--- src/rtl/irqc_pkg.sv ---
package irqc_pkg;
  typedef enum logic [1:0] {
    EV_NONE     = 2'd0,
    EV_ASSERT   = 2'd1,
    EV_DEASSERT = 2'd2
  } ev_kind_t;
endpackage

--- src/rtl/irqc_lowest_pick.sv ---
module irqc_lowest_pick #(
  parameter int W     = 64,
  parameter int IDX_W = $clog2(W)
) (
  input  logic [W-1:0]     cand,
  output logic             found,
  output logic [IDX_W-1:0] idx
);
  // scan downward so the lowest set bit is the last one assigned
  always_comb begin
    found = 1'b0;
    idx   = '0;
    for (int i = W - 1; i >= 0; i--) begin
      if (cand[i]) begin
        found = 1'b1;
        idx   = IDX_W'(i);
      end
    end
  end
endmodule

--- src/rtl/irqc_vec_table.sv ---
module irqc_vec_table #(
  parameter int NUM_SRC = 64,
  parameter int VEC_W   = 8,
  parameter int IDX_W   = $clog2(NUM_SRC)
) (
  input  logic             clk,
  input  logic             rst_n,
  input  logic             we,
  input  logic [IDX_W-1:0] widx,
  input  logic [VEC_W-1:0] wdata,
  input  logic [IDX_W-1:0] ridx,
  output logic [VEC_W-1:0] rdata
);
  logic [VEC_W-1:0] tbl_q [NUM_SRC];

  for (genvar g = 0; g < NUM_SRC; g++) begin : g_entry
    logic             en;
    logic [VEC_W-1:0] nxt;
    always_comb begin
      en  = we && (widx == IDX_W'(g));
      nxt = wdata;
    end
    always_ff @(posedge clk or negedge rst_n) begin
      if (!rst_n)  tbl_q[g] <= '0;
      else if (en) tbl_q[g] <= nxt;
    end
  end

  assign rdata = tbl_q[ridx];
endmodule

--- src/rtl/irqc_line_bank.sv ---
module irqc_line_bank #(
  parameter int VEC_W   = 8,
  parameter int NUM_OUT = 1 << VEC_W
) (
  input  logic               clk,
  input  logic               rst_n,
  input  logic               fire,
  input  logic               set_val,
  input  logic [VEC_W-1:0]   line,
  output logic [NUM_OUT-1:0] out_q
);
  logic [NUM_OUT-1:0] out_d;

  always_comb begin
    out_d = out_q;
    if (fire) out_d[line] = set_val;
  end

  always_ff @(posedge clk or negedge rst_n) begin
    if (!rst_n)    out_q <= '0;
    else if (fire) out_q <= out_d;
  end

  assert_one_line_R10: assert property (@(posedge clk) disable iff (!rst_n)
    $countones(out_q ^ $past(out_q)) <= 1);
endmodule

--- src/rtl/irqc_src_state.sv ---
module irqc_src_state
  import irqc_pkg::*;
#(
  parameter int NUM_SRC = 64,
  parameter int IDX_W   = $clog2(NUM_SRC)
) (
  input  logic               clk,
  input  logic               rst_n,
  input  logic [NUM_SRC-1:0] src_in,
  input  logic               mask_we,
  input  logic [NUM_SRC-1:0] mask_wdata,
  input  logic               edge_we,
  input  logic [NUM_SRC-1:0] edge_wdata,
  input  logic               clr_valid,
  input  logic [NUM_SRC-1:0] clr_bits,
  input  logic               sel_found,
  input  logic [IDX_W-1:0]   sel_idx,
  output ev_kind_t           ev_kind,
  output logic [NUM_SRC-1:0] cand,
  output logic [NUM_SRC-1:0] pend_o,
  output logic [NUM_SRC-1:0] isr_o,
  output logic [NUM_SRC-1:0] mask_o,
  output logic [NUM_SRC-1:0] edge_o
);
  logic [NUM_SRC-1:0] pend_q, pend_d;
  logic [NUM_SRC-1:0] isr_q, isr_d;
  logic [NUM_SRC-1:0] mask_q, mask_d;
  logic [NUM_SRC-1:0] edge_q;
  logic [NUM_SRC-1:0] last_q, last_d;
  logic [NUM_SRC-1:0] rise, fall, clr_eff, unmask_set, mask_set;
  logic               state_en;

  always_comb begin
    rise       = src_in & ~last_q;
    fall       = ~src_in & last_q;
    clr_eff    = clr_bits & edge_q;
    unmask_set = mask_q & ~mask_wdata;
    mask_set   = ~mask_q & mask_wdata;
  end

  // event selection and pending / mask / level next state
  always_comb begin
    pend_d  = pend_q;
    mask_d  = mask_q;
    last_d  = last_q;
    ev_kind = EV_NONE;
    cand    = '0;
    if (clr_valid) begin
      pend_d  = pend_q & ~clr_eff;
      ev_kind = EV_DEASSERT;
      cand    = clr_eff & isr_q;
    end else if (mask_we) begin
      mask_d = mask_wdata;
      if (|unmask_set) begin
        ev_kind = EV_ASSERT;
        cand    = unmask_set & pend_q & ~mask_wdata;
      end else if (|mask_set) begin
        ev_kind = EV_DEASSERT;
        cand    = mask_set & isr_q;
      end
    end else if (|rise) begin
      last_d  = last_q | rise;
      pend_d  = pend_q | rise;
      ev_kind = EV_ASSERT;
      cand    = rise & ~mask_q;
    end else if (|fall) begin
      last_d  = last_q & ~fall;
      pend_d  = pend_q & ~(fall & ~edge_q);
      ev_kind = EV_DEASSERT;
      cand    = fall & isr_q;
    end
  end

  // in-service next state from the chosen source
  always_comb begin
    isr_d = isr_q;
    if (sel_found) begin
      if (ev_kind == EV_ASSERT)   isr_d[sel_idx] = 1'b1;
      if (ev_kind == EV_DEASSERT) isr_d[sel_idx] = 1'b0;
    end
    if (clr_valid) isr_d = isr_d & ~clr_eff;
  end

  assign state_en = clr_valid | mask_we | (|rise) | (|fall);

  always_ff @(posedge clk or negedge rst_n) begin
    if (!rst_n) begin
      pend_q <= '0;
      isr_q  <= '0;
      mask_q <= '1;
      last_q <= '0;
    end else if (state_en) begin
      pend_q <= pend_d;
      isr_q  <= isr_d;
      mask_q <= mask_d;
      last_q <= last_d;
    end
  end

  always_ff @(posedge clk or negedge rst_n) begin
    if (!rst_n)       edge_q <= '0;
    else if (edge_we) edge_q <= edge_wdata;
  end

  assign pend_o = pend_q;
  assign isr_o  = isr_q;
  assign mask_o = mask_q;
  assign edge_o = edge_q;

  // a newly in-service source must be pending and unmasked
  assert_isr_gain_R3: assert property (@(posedge clk) disable iff (!rst_n)
    ((isr_q & ~$past(isr_q)) & (~pend_q | mask_q)) == '0);

  // no more than one source enters service per clock
  assert_isr_single_R3: assert property (@(posedge clk) disable iff (!rst_n)
    $countones(isr_q & ~$past(isr_q)) <= 1);

  // edge-mode pending bits drop only under a clear command
  assert_edge_hold_R1: assert property (@(posedge clk) disable iff (!rst_n)
    ($past(pend_q) & ~pend_q & $past(edge_q)
     & ~($past(clr_bits) & {NUM_SRC{$past(clr_valid)}})) == '0);
endmodule

--- src/rtl/irqc_capture_top.sv ---
module irqc_capture_top
  import irqc_pkg::*;
#(
  parameter int NUM_SRC = 64,
  parameter int VEC_W   = 8,
  parameter int IDX_W   = $clog2(NUM_SRC),
  parameter int NUM_OUT = 1 << VEC_W
) (
  input  logic               clk,
  input  logic               rst_n,
  input  logic [NUM_SRC-1:0] src_in,
  input  logic               mask_we,
  input  logic [NUM_SRC-1:0] mask_wdata,
  input  logic               edge_we,
  input  logic [NUM_SRC-1:0] edge_wdata,
  input  logic               vec_we,
  input  logic [IDX_W-1:0]   vec_widx,
  input  logic [VEC_W-1:0]   vec_wdata,
  input  logic               clr_valid,
  input  logic [NUM_SRC-1:0] clr_bits,
  output logic [NUM_OUT-1:0] irq_out,
  output logic [NUM_SRC-1:0] pend_o,
  output logic [NUM_SRC-1:0] isr_o,
  output logic [NUM_SRC-1:0] status_o
);
  ev_kind_t           ev_kind;
  logic [NUM_SRC-1:0] cand, mask_w, edge_w;
  logic               sel_found;
  logic [IDX_W-1:0]   sel_idx;
  logic [VEC_W-1:0]   sel_line;
  logic               fire, set_val;

  irqc_src_state #(.NUM_SRC(NUM_SRC), .IDX_W(IDX_W)) u_state (
    .clk(clk), .rst_n(rst_n), .src_in(src_in),
    .mask_we(mask_we), .mask_wdata(mask_wdata),
    .edge_we(edge_we), .edge_wdata(edge_wdata),
    .clr_valid(clr_valid), .clr_bits(clr_bits),
    .sel_found(sel_found), .sel_idx(sel_idx),
    .ev_kind(ev_kind), .cand(cand),
    .pend_o(pend_o), .isr_o(isr_o), .mask_o(mask_w), .edge_o(edge_w)
  );

  irqc_lowest_pick #(.W(NUM_SRC), .IDX_W(IDX_W)) u_pick (
    .cand(cand), .found(sel_found), .idx(sel_idx)
  );

  irqc_vec_table #(.NUM_SRC(NUM_SRC), .VEC_W(VEC_W), .IDX_W(IDX_W)) u_vec (
    .clk(clk), .rst_n(rst_n), .we(vec_we), .widx(vec_widx),
    .wdata(vec_wdata), .ridx(sel_idx), .rdata(sel_line)
  );

  assign fire    = sel_found && (ev_kind != EV_NONE);
  assign set_val = (ev_kind == EV_ASSERT);

  irqc_line_bank #(.VEC_W(VEC_W), .NUM_OUT(NUM_OUT)) u_lines (
    .clk(clk), .rst_n(rst_n), .fire(fire), .set_val(set_val),
    .line(sel_line), .out_q(irq_out)
  );

  assign status_o = isr_o & ~mask_w;

  // a clear naming no edge-mode source leaves pending bits alone
  assert_clear_level_R6: assert property (@(posedge clk) disable iff (!rst_n)
    (clr_valid && ((clr_bits & edge_w) == '0)) |=> $stable(pend_o));
endmodule

--- config.mk ---
export PLATFORM = sky130hd
export DESIGN_NAME = irqc_capture_top
export DESIGN_NICKNAME = d
export VERILOG_FILES = /design/src/rtl/irqc_pkg.sv /design/src/rtl/irqc_lowest_pick.sv /design/src/rtl/irqc_vec_table.sv /design/src/rtl/irqc_line_bank.sv /design/src/rtl/irqc_src_state.sv /design/src/rtl/irqc_capture_top.sv
export SDC_FILE = /design/constraint.sdc
export NUM_CORES = 2
export LEC_CHECK = 0
export ABC_AREA = 1
export BUFFER_PORTS_ARGS = -buffer_cell sky130_fd_sc_hd__buf_2
export CORE_UTILIZATION = 55
export CTS_CLUSTER_SIZE = 30
export DETAILED_ROUTE_END_ITERATION = 8
export PLACE_DENSITY = 0.78
export SYNTH_ARGS = -nofsm -noshare
export SYNTH_HDL_FRONTEND = slang
export SYNTH_SLANG_ARGS = --single-unit
--- constraint.sdc ---
create_clock -name clk -period 10.2 [get_ports clk]
set_input_delay 2.04 -clock clk [delete_from_list [all_inputs] [get_ports clk]]
set_output_delay 2.04 -clock clk [all_outputs]
set_load 0.01 [all_outputs]
# After elaboration in Yosys (flattened, before gate mapping)
# Index checks and enable logic that the tools add are counted.
dict set report classes {
  add_sub_neg 0
  mul 0
  n_div 0
  magnitude_cmp 5
  eq_ne 66
  n_shift 0
  muxes 159
  bitwise 36
  n_reduce_logical 78
}
# cell count
set ops {}
lappend ops {{AND 64 bit} 18}
lappend ops {{2-to-1 mux 64 bit} 17}
lappend ops {{inverter 64 bit} 9}
lappend ops {{2-to-1 mux 6 bit} 64}
lappend ops {{bitwise mux 256 bit} 1}
lappend ops {{OR reduction 64 bit} 4}
lappend ops {{== test 6 bit, second input constant} 32}
lappend ops {{OR 64 bit} 3}
lappend ops {{== test 6 x 5 -> 1 bit, second input constant} 16}
lappend ops {{logical AND 1 bit} 67}
lappend ops {{2-to-1 mux 1 bit} 66}
lappend ops {{binary-select mux 8 bit (select 6 bit)} 1}
lappend ops {{== test 6 x 4 -> 1 bit, second input constant} 8}
lappend ops {{== test 6 x 3 -> 1 bit, second input constant} 4}
lappend ops {{2-to-1 mux 8 bit} 2}
lappend ops {{== test 6 x 2 -> 1 bit, second input constant} 2}
lappend ops {{2-to-1 mux 2 bit} 6}
lappend ops {{< comparator 8 x 9 -> 1 bit, second input constant} 1}
lappend ops {{demux 1 bit (select 8 bit)} 1}
lappend ops {{>= comparator 8 x 1 -> 1 bit, second input constant} 1}
lappend ops {{>= comparator 7 bit, second input constant} 1}
lappend ops {{< comparator 6 x 7 -> 1 bit, second input constant} 1}
lappend ops {{inverter 6 -> 7 bit} 1}
lappend ops {{demux 1 bit (select 6 bit)} 1}
lappend ops {{12 further kinds} 17}
dict set report word_totals {
  reg_bits 1088
  latch_bits 0
  ram_bits 0
  romBits 0
  in_bits 276
  out_inout_bits 448
  wordCells 414
  mem_count 0
}

# Depth between registers and ports, before layout
dict set report logic_depth {
  ltp_word 83
  ltp_mapped 95
  depth_no_buf 93
}

# Hierarchy
# From an unflattened synthesis, not the netlist that was laid out.
dict set report hier_totals {
  cells_unflattened 8249
  hier_area_um2 58741.3
}
# mod instances cells_each area_per_inst_um2 seq_area_each_um2
set modules_own_cells {}
lappend modules_own_cells {irqc_vec_table 1 2955 23731.5 12812.3}
lappend modules_own_cells {irqc_src_state 1 3439 21561.9 8087.8}
lappend modules_own_cells {irqc_line_bank 1 1498 12034.0 6406.1}
lappend modules_own_cells {irqc_lowest_pick 1 224 914.6 0.0}
lappend modules_own_cells {irqc_capture_top 1 133 499.2 0.0}

# Worst setup path before layout
# OpenSTA, ideal clock, no wires.
dict set report synth_timing {
  kind {input -> register}
  from {in src_in[52]}
  to {reg u_lines.out_q[182]}
  setup_ns 0.117
  arrival_ns 7.743
  required_ns 10.083
  slack_ns 2.340
  stages 92
  n_path_buf 3
  path_cell_list {inv_1 -> nand2_1 -> nand2_1 -> inv_2 -> nand2_1 -> nor2_1 -> nand2_1 -> nor2_1 -> nand2_1 -> nand2_4 -> inv_2 -> a21oi_1 -> nor2_1 -> nor2_1 -> nand2_1 -> nand2_1 -> nand2_1 -> nand2_1 -> (+56 left out) -> nand2_4 -> buf_6 -> buf_4 -> nand3_1 -> nand2_1 -> nor2_1 -> nand2_1 -> nand2_1 -> nand2_1 -> nor2_1 -> nand2_2 -> inv_2 -> nand2_2 -> nor2_4 -> buf_2 -> nand3_1 -> nand2_1 -> nand2_1}
}
dict set report synth_between {
  elab_chain_len 80
  elab_cells_between_ends 156
  classes_between {order compare (2); eq/ne (1); mux (142); bitwise (6); reduce/logical (5)}
}
# element line
set synth_lines {}
lappend synth_lines {{start: declaration} irqc_capture_top.sv:11} ;# input logic [NUM_SRC-1:0] src_in,
lappend synth_lines {{inverter 64 bit} irqc_src_state.sv:35} ;# fall = ~src_in & last_q;
lappend synth_lines {{AND 64 bit} irqc_src_state.sv:35}
lappend synth_lines {{OR reduction 64 bit} irqc_src_state.sv:66} ;# end else if (|fall) begin
lappend synth_lines {{2-to-1 mux 64 bit} irqc_src_state.sv:66}
lappend synth_lines {{2-to-1 mux 64 bit} irqc_src_state.sv:61} ;# end else if (|rise) begin
lappend synth_lines {{2-to-1 mux 64 bit} irqc_src_state.sv:52} ;# end else if (mask_we) begin
lappend synth_lines {{2-to-1 mux 64 bit} irqc_src_state.sv:48} ;# if (clr_valid) begin
lappend synth_lines {{2-to-1 mux 6 bit (64 in series)} irqc_lowest_pick.sv:14} ;# if (cand[i]) begin
lappend synth_lines {{inverter 6 -> 7 bit (implied by the code)} irqc_vec_table.sv:29} ;# assign rdata = tbl_q[ridx];
lappend synth_lines {{binary-select mux 8 bit (select 6 bit)} irqc_vec_table.sv:29}
lappend synth_lines {{2-to-1 mux 8 bit (implied by the code) (2 in series)} irqc_vec_table.sv:29}
lappend synth_lines {{< comparator 8 x 9 -> 1 bit (implied by the code) or >= comparator 8 x 1 -> 1 bit (tied branches)} irqc_line_bank.sv:16} ;# if (fire) out_d[line] = set_val;
lappend synth_lines {{logical AND 1 bit (implied by the code)} irqc_line_bank.sv:16}
lappend synth_lines {{2-to-1 mux 1 bit (implied by the code)} irqc_line_bank.sv:16}
lappend synth_lines {{demux 1 bit (select 8 bit)} --}
lappend synth_lines {{bitwise mux 256 bit} irqc_line_bank.sv:16}
lappend synth_lines {{end signal: assignment} irqc_line_bank.sv:21} ;# else if (fire) out_q <= out_d;
lappend synth_lines {{end: declaration} irqc_line_bank.sv:10} ;# output logic [NUM_OUT-1:0] out_q
# Several ways; a longest one is shown, not always the timed one. The select of a mux whose other input is x is not followed.
# A chain may end at the register's enable or synchronous reset.

# Worst setup path after layout
dict set report layout_timing {
  from {in src_in[56]}
  to {reg u_lines.out_q[46]}
}
# The elaborated chain is that of the path after synthesis.

==> key figures <==
Floorplan
  • Die Width: 322 µm
  • FP Rows: 116
  • Initial Util: 0.558
  • I/O pins: 724
  • Core area: 0.101 mm²
  • Die area: 0.103 mm²
  • Die Y: 322 µm

Global route
  • Initial antenna violation count: 77
  • Largest net degree at the start of global routing: 192
  • Met3 usage in global routing: 0.192
  • Aggregate global routing overflow: 0
  • Busiest grt layer: met2
  • First-pass GRT wire length: 373000 µm
  • GR met2 Demand/Resource: 0.688
  • Total track usage: 0.494
  • M1 GR Usage: 0.633
  • Vias in the first global route: 55.1k

Yosys
  • #FFs+latches synth: 1088
  • Post-synth top cells: 2336 x nand2_1, 1024 x dfrtp_1, 861 x o21ai_0, 540 x nor2_1, 526 x nand3_1
  • Yosys top cell by area: dfrtp_1
  • Ys flop type: dfrtp_1
  • Area share of the largest cell type after synthesis: 0.456
  • Largest cells by area after synthesis: dfrtp_1 46%, nand2_1 16%, o21ai_0 7.7%
  • Yosys warns: 0
  • Syn_area_per_cell: 7.54 µm²
  • Register area share after synthesis: 0.486
  • Cell variety after synth: 49
  • Synth async-reset ratio: 1.00
  • Synth Net Count: 7728
  • Post-synth EDFFs: 0
  • Cell Area, Synth: 0.0562 mm²
  • Synth Instances: 7452
  • Most frequent cell after synthesis: nand2_1

Timing
  • Fin Hold WS: 463 ps
  • Hold Fails Final Rpt: 0
  • Worst Skew: 31.9 ps
  • Max_slew headroom: 0.114
  • Setup WS post-layout: 294 ps
  • Endpoints failing setup: 0
  • Max Slew Vio Count: 0
  • Worst-margin pin slew: 1320 ps
  • F_max: 0.101 GHz
  • Final Cycle Share: 0.971
  • Minimum clock period: 9910 ps
  • RSZ-0062 raised after global routing: yes

Place
  • Post-Place Worst Slack: -106 ps
  • PortBufs: 723
  • RePlAce Congestion: 1.20
  • Detailed placement HPWL: 187000 µm

Run status
  • Failing checks: DRC
  • Outcome: finished with violations

Clock tree
  • Hold buffers post-CTS: 0
  • TritonCTS clock tree: yes
  • Clock Latency Late Sink: 750 ps
  • Root Buffer: clkbuf_16
  • Worst-case clock buffer depth: 3
  • Clk sinks: 1088
  • Reg clk slew, reported paths: 60 ps
  • CTS Buf Count: 114
  • H-tree Lvls: 3

Worst setup path
  • Origin of the critical flop-to-flop path: u_state.mask_o[18]$_DFFE_PN1P_
  • CP required: 10810 ps
  • FF-to-FF path depth: 77
  • CP Capture Type: flip-flop
  • Kind of critical path: input pin to flip-flop
  • Critical Path Most Common Cell: nand2_1
  • Max FO, Critical Path: 12
  • Buffer and inverter count on the worst path: 10
  • Worst path max stage delay: 600 ps
  • CP top delay family: simple AND/OR/NAND/NOR gates
  • Worst Setup Start Kind: input pin
  • Worst R2R Setup Slack: 1210 ps
  • Worst Path Arrival: 10510 ps
  • Cell with the largest stage delay on the worst path: nor4_1
  • FF-to-FF End: u_lines.out_q[46]$_DFFE_PN0P_

Cells and area
  • Syn-to-layout area delta: 21.9%
  • Nets@finish: 8595
  • Fill count: 8468
  • Share of layout cells above drive strength 1: 0.206

Detailed routing
  • WL per Instance: 26.6 µm
  • DRC Markers: 12
  • Drt initial violations: 9476
  • Drt first pass iters: 9
  • DR vias: 61.1k
  • Detail Route Antenna Nets: 0
  • Aggregate routed wire length: 262000 µm
  • Vias per Instance: 6.22

Worst hold path
  • Hold Crit Endpoint: u_lines.out_q[113]$_DFFE_PN0P_
  • Worst Hold Class: flip-flop to flip-flop
  • HP Start: u_lines.out_q[113]$_DFFE_PN0P_
  • Hold path cells: 2

Job
  • Max-Cap Viols: 0

Power and ir drop
  • Pwr Density: 387 mW/mm²
  • Clock network fraction of total power: 0.160
  • Max IR drop VDD: 0.627 mV
  • Net Sw Power: 14.1 mW
  • Reg power frac: 0.218
  • Sw frac: 0.532
  • Logic gate share of total power: 0.622
  • Leakage: 34.9 nW
  • Internal power: 12.4 mW
[routing by layer]
layer | wire, µm | share of wire
met1 | 93300 | 0.36
met2 | 108000 | 0.41
met5 | 375 | 0.0014
met4 | 21200 | 0.081
met3 | 39000 | 0.15
[how the worst max path moves through the flow]
stage	from	slack, ps	cells after the start	endpoint
global placement	src_in[56]	-110	94	u_lines.out_q[138]$_DFFE_PN0P_
CTS	src_in[56]	570	82	u_lines.out_q[154]$_DFFE_PN0P_
floorplan	src_in[52]	2340	92	u_lines.out_q[182]$_DFFE_PN0P_
detailed placement	src_in[56]	-110	82	u_lines.out_q[154]$_DFFE_PN0P_
global route	mask_wdata[24]	-40	93	u_lines.out_q[70]$_DFFE_PN0P_
finish	src_in[56]	290	81	u_lines.out_q[46]$_DFFE_PN0P_
[logic make-up (layout without fill, tap and decap cells)]
group	Yosys count	after routing	share of synthesized area
AND/OR/NAND/NOR	4070	4071	0.313
AO/OA/AOI/OAI	1205	1205	0.115
flip-flops	1088	1088	0.486
buffers and inverters	1024	1983	0.0729
multiplexers	65	65	0.0130
other	0	56	0
[sequential cells by signal, indices dropped and copies added (netlist names)]
signal,cells
u_state.last_q,64
u_state.edge_o,64
u_vec.tbl_q,512
u_state.isr_o,64
u_state.mask_o,64
u_lines.out_q,256
u_state.pend_o,64
[stage by stage]
stage                     setup TNS (ps)  std cells  power (mW)  area, µm²   util
final                                  0       9825        26.5      68400  0.680
after global routing                -557       9808        27.3      68400  0.680
after CTS                              0       9753        24.9      67800  0.674
after detailed placement            -723       9544        20.7      64100  0.637
after global placement             -3380       9544        20.5      64100  0.637
after floorplan                        0       7452        13.6      56200      -
[worst reg2reg max path: cells and delay by family (launching register included)]
kind,cells,cell delay (ps)
flip-flops,1,570
AND/OR/NAND/NOR,68,6880
buffers and inverters,9,1480
[area by class of cell]
type                            instances  area (µm²)  area share
Multi-Input combinational cell       5341       25100       0.367
Inverter                              567        2130      0.0312
Tap cell                             1357        1700      0.0248
Timing Repair Buffer                 1207        8320       0.122
Clock inverter                         21         208     0.00304
Sequential cell                      1088       27300       0.399
Clock buffer                          188        3520      0.0515
Antenna cell                           56         140     0.00205
[power by group through the flow]
stage | clock network [mW] | logic [mW] | registers, mW
after global routing | 4.38 | 17.1 | 5.82
after detailed placement | 0 | 14.9 | 5.78
after CTS | 4.23 | 15.0 | 5.71
after floorplan | 0 | 7.90 | 5.75
final | 4.23 | 16.5 | 5.77
after global placement | 0 | 14.7 | 5.76
[layout by cell type (no fill, tap or decap), types with 8 or more instances in the layout]
cell	count
nor2_2	12
nand3b_1	17
clkinv_1	8
buf_4	404
inv_1	471
or2_2	8
nor2_4	48
nor2_1	524
dfrtp_1	1024
clkinv_2	15
clkbuf_1	35
nand2_2	25
nor3_1	223
nand2_1	2322
inv_2	86
mux2_2	64
clkbuf_8	39
a21oi_1	35
nand4_1	282
o21a_1	29
a221oi_1	10
o21ai_0	861
clkbuf_16	122
nand3_1	523
nand2_4	12
o21ai_1	96
dfstp_2	64
buf_2	720
diode_2	56
a31oi_1	132
nor4_1	49
buf_12	68
[timing repair]
action / 4_1_cts / 5_1_grt
setup buffers: 0 / 7
gates resized for setup: 0 / 47
endpoints found under the setup margin: 0 / 256
(Power assumes the default switching activity.)
